### src/rtl/mdu32.sv
module mdu32 #(
  parameter int W = 32
) (
  input  logic         clk,
  input  logic         rst_n,
  input  logic         start,
  input  logic [2:0]   op,
  input  logic [W-1:0] a,
  input  logic [W-1:0] b,
  output logic         busy,
  output logic         done,
  output logic [W-1:0] result
);
  localparam int CW = $clog2(W);

  typedef enum logic [2:0] {S_IDLE, S_MUL, S_DIV, S_FIX, S_DONE} state_t;

  state_t        state;
  logic [2:0]    op_q;
  logic [W-1:0]  a_q, b_q, quo, rem, dvsr, res_q;
  logic [CW-1:0] cnt;
  logic          neg_q, neg_r;

  wire accept = start & ~busy;
  wire sdiv   = ~op[0];

  wire a_sx = (op_q == 3'b001) | (op_q == 3'b010);
  wire b_sx = (op_q == 3'b001);
  wire [2*W-1:0] ma   = {{W{a_sx & a_q[W-1]}}, a_q};
  wire [2*W-1:0] mb   = {{W{b_sx & b_q[W-1]}}, b_q};
  wire [2*W-1:0] prod = ma * mb;

  wire [W:0] shf  = {rem, quo[W-1]};
  wire [W:0] diff = shf - {1'b0, dvsr};

  wire [W-1:0] q_fix = neg_q ? (~quo + 1'b1) : quo;
  wire [W-1:0] r_fix = neg_r ? (~rem + 1'b1) : rem;

  assign busy   = (state == S_MUL) | (state == S_DIV) | (state == S_FIX);
  assign done   = (state == S_DONE);
  assign result = res_q;

  always_ff @(posedge clk or negedge rst_n) begin
    if (!rst_n) begin
      state <= S_IDLE;
      op_q  <= '0;
      a_q   <= '0;
      b_q   <= '0;
      quo   <= '0;
      rem   <= '0;
      dvsr  <= '0;
      cnt   <= '0;
      neg_q <= 1'b0;
      neg_r <= 1'b0;
      res_q <= '0;
    end else if (accept) begin
      op_q  <= op;
      a_q   <= a;
      b_q   <= b;
      quo   <= (sdiv & a[W-1]) ? (~a + 1'b1) : a;
      dvsr  <= (sdiv & b[W-1]) ? (~b + 1'b1) : b;
      rem   <= '0;
      cnt   <= '0;
      neg_q <= sdiv & (a[W-1] ^ b[W-1]);
      neg_r <= sdiv & a[W-1];
      state <= op[2] ? S_DIV : S_MUL;
    end else begin
      case (state)
        S_MUL: begin
          res_q <= (op_q == 3'b000) ? prod[W-1:0] : prod[2*W-1:W];
          state <= S_DONE;
        end
        S_DIV: begin
          if (!diff[W]) begin
            rem <= diff[W-1:0];
            quo <= {quo[W-2:0], 1'b1};
          end else begin
            rem <= shf[W-1:0];
            quo <= {quo[W-2:0], 1'b0};
          end
          cnt <= cnt + 1'b1;
          if (cnt == CW'(W - 1)) state <= S_FIX;
        end
        S_FIX: begin
          if (b_q == '0) res_q <= op_q[1] ? a_q : '1;
          else           res_q <= op_q[1] ? r_fix : q_fix;
          state <= S_DONE;
        end
        default: state <= S_IDLE;
      endcase
    end
  end
endmodule

### config.mk
export PLATFORM = sky130hd
export DESIGN_NAME = mdu32
export DESIGN_NICKNAME = d
export VERILOG_FILES = /design/src/rtl/mdu32.sv
export SDC_FILE = /design/constraint.sdc
export NUM_CORES = 2
export LEC_CHECK = 0
export ABC_AREA = 1
export CORE_ASPECT_RATIO = 0.6
export CORE_MARGIN = 1
export CORE_UTILIZATION = 66
export CTS_CLUSTER_SIZE = 14
export DETAILED_ROUTE_END_ITERATION = 10
export PLACE_DENSITY = 0.81
export SETUP_SLACK_MARGIN = 0.3
export SLEW_MARGIN = 10
export SYNTH_ARGS = -nofsm -noshare
export SYNTH_HDL_FRONTEND = slang
export SYNTH_SLANG_ARGS = --single-unit
### constraint.sdc
create_clock -name clk -period 10.2 [get_ports clk]
set_input_delay 2.04 -clock clk [delete_from_list [all_inputs] [get_ports clk]]
set_output_delay 2.04 -clock clk [all_outputs]
set_load 0.005 [all_outputs]
==> results_dict.tcl <==
set metrics [dict create \
    status "complete, no violations" \
    cp_data_required_time_ns 10.66 \
    hold_buffers 0 \
    grt.total_usage_pct 47.44 \
    cts_buffers 22 \
    m1WireLength_mm 78.18 \
    drtIter0Drc 6403 \
    critPathMaxFanout 12 \
    drt-total-wl_mm 194.6 \
    post_cts.repair.setup_buffers 0 \
    fin_crit_sh_pct 91.92 \
    chipHeight_um 225.1 \
    synth_cell_types 57 \
    r2r-start "op_q[0]" \
    drc 0 \
    dieArea_um2 84160 \
    first_global_vias 49340 \
    syn-cell-area_um2 54760 \
    grt_max_degree 117 \
    postLayoutCellArea_um2 57370 \
    grt_pass1_wl_mm 297.9 \
    routedWlPerCell_um 23.58 \
    fill_cells 6665 \
    reg2regPathDepth 34 \
    die_w_um 373.9 \
    endpoint "result[30]" \
    initial_core_util_pct 66.95 \
    maxSlewHeadroom_pct 12.23 \
    grt_setup_unrepaired "false" \
    hpwl_mm 160.1 \
    ys_ff_latch 204 \
    antenna_violating_nets_post_route 0 \
    avgSynthCellArea_um2 7.518 \
    cts_sinks 204 \
    fin_util_pct 70.14 \
    finalHoldViolations 0 \
    synthToLayoutAreaGrowth_pct 4.759 \
    dp.cells 8213 \
    drt_pass1_iterations 7 \
    nNetsFinal 8604 \
    min_period_ns 9.376 \
    clockBufferDepth 3 \
    via_per_inst 5.983 \
    hp-class "reg2reg" \
    fmax_ghz 0.1067 \
    synth_nets 8730 \
    worstSetupStartpointType "flip-flop" \
    io_pins 104 \
    wl_met2_mm 73.71 \
    rows 81 \
    rrSetupSlack_ns 0.82 \
    worstMarginPinSlew_ns 1.317 \
    synth_edf_count 0 \
    crit_path_end_kind "flip-flop" \
    finalSetupViolCount 0 \
    dr.max_layer_used "met5" \
    cp_data_arrival_time_ns 9.84 \
    portBuffers 103 \
    wl_met3_mm 35.90 \
    maxCapViolations 0 \
    cts_root_buf "clkbuf_16" \
    fin_cells 8253 \
    grt_overflow_total 0 \
    synthCells 7284 \
    synth_ff_type "dfrtp_1" \
    finalWeightedCongestion 1.138 \
    cts_repair_resize_count 0 \
    dpl-instance-area_um2 56570 \
    slowest_delay_ns 0.85 \
    yosysWarnings 0 \
    antenna_found_initial 2 \
    fin_skew_ns 0.02183 \
    ys_seq_area_share_pct 9.322 \
    clock_latency_ns 0.58 \
    vias 49380 \
    cp_common_cell "nand2_1" \
    crit_start "op_q[0]" \
    worstSetupPathType "reg2reg" \
    worstReg2RegEnd "result[30]" \
    htree_levels 1 \
    tritoncts "yes" \
    clk_pin_slew_ns 0.07 \
    critPathSlowestCell "fa_1" \
    async_flop_share_pct 100.0 \
    core-area_um2 81790 \
    tns_ns 0 \
    final_max_slew_viol_count 0 \
    drive_gt1_share_pct 3.388 \
]
[cell families after synthesis]
family	after synthesis	synth area share (%)
buf+inv	2274	15.69
flops	204	9.322
simple gates	2667	19.83
fa+ha+maj	1376	46.88
xor+xnor	55	0.8797
compound gates	708	7.396
[Yosys cell counts, drive strengths merged, types with 43 or more instances]
cell type | number | share of area [%]
dfrtp | 204 | 9.3
a21oi | 249 | 2.3
ha | 250 | 5.7
nand3 | 306 | 2.9
nor3 | 67 | 0.69
fa | 1126 | 41
o21ai | 297 | 2.8
nand2 | 1795 | 12
clkbuf | 315 | 2.2
inv | 1915 | 13
nand4 | 43 | 0.51
nor2 | 419 | 3.0
[worst max-delay path, delay by kind of cell, from the launching register on]
family / cells / cell delay, ns
compound gates: 4 / 0.70
buf+inv: 7 / 1.48
simple gates: 14 / 1.39
fa+ha+maj: 9 / 5.27
flops: 1 / 0.41
[state kept, by name, indices dropped and copies added (netlist names)]
register,count
a_q,32
b_q,32
quo,32
rem,32
result,32
dvsr,31
cnt,5
op_q,3
state,3
neg_q,1
neg_r,1
[per-layer routing]
layer	up-vias	track usage (%)
met4	4	13.42
met5	-	1.029
li1	21050	-
met3	450	22.00
met1	23950	69.89
met2	3923	61.75
[placed cells by master (no fill, tap or decap), types with 59 or more instances in the layout]
master	instances
inv_1	1901
nand2_1	1784
fa_1	1126
nor2_1	406
nand3_1	299
o21ai_0	262
ha_1	250
a21oi_1	249
dfrtp_1	192
clkdlybuf4s50_1	102
buf_4	100
nor3_1	59
[final cells by class]
type / count / area (um^2) / area share [%]
clock inverters: 12 / 177.7 / 0.3097
multi-input cells: 4806 / 41080 / 71.60
flip-flops and latches: 204 / 5120 / 8.925
diodes: 1 / 2.502 / 0.004362
inverters: 1919 / 7204 / 12.56
well taps: 1079 / 1350 / 2.353
clock buffers: 27 / 609.3 / 1.062
repair buffers: 205 / 1827 / 3.184
[per-stage QoR]
step | setup slack, ns | hold WS, ns
after global routing | 0.3831 | 0.4956
after floorplan | 2.561 | 0.4339
final | 0.8245 | 0.4870
after global placement | 1.274 | 0.4608
after CTS | 0.9581 | 0.4808
after detailed placement | 0.9899 | 0.4718
[how the worst min path moves through the flow]
stage | start | endpoint | slack, ns | depth (start not counted)
finish | cnt[3] | cnt[3] | 0.49 | 1
global route | cnt[3] | cnt[3] | 0.50 | 1
CTS | cnt[3] | cnt[3] | 0.48 | 1
detailed placement | cnt[3] | cnt[3] | 0.47 | 1
global placement | cnt[3] | cnt[3] | 0.46 | 1
floorplan | cnt[3] | cnt[3] | 0.43 | 1
Power is left out: the tool's default activity adds up to more than one toggle a clock period on the data nets, which glitch-free logic cannot reach.
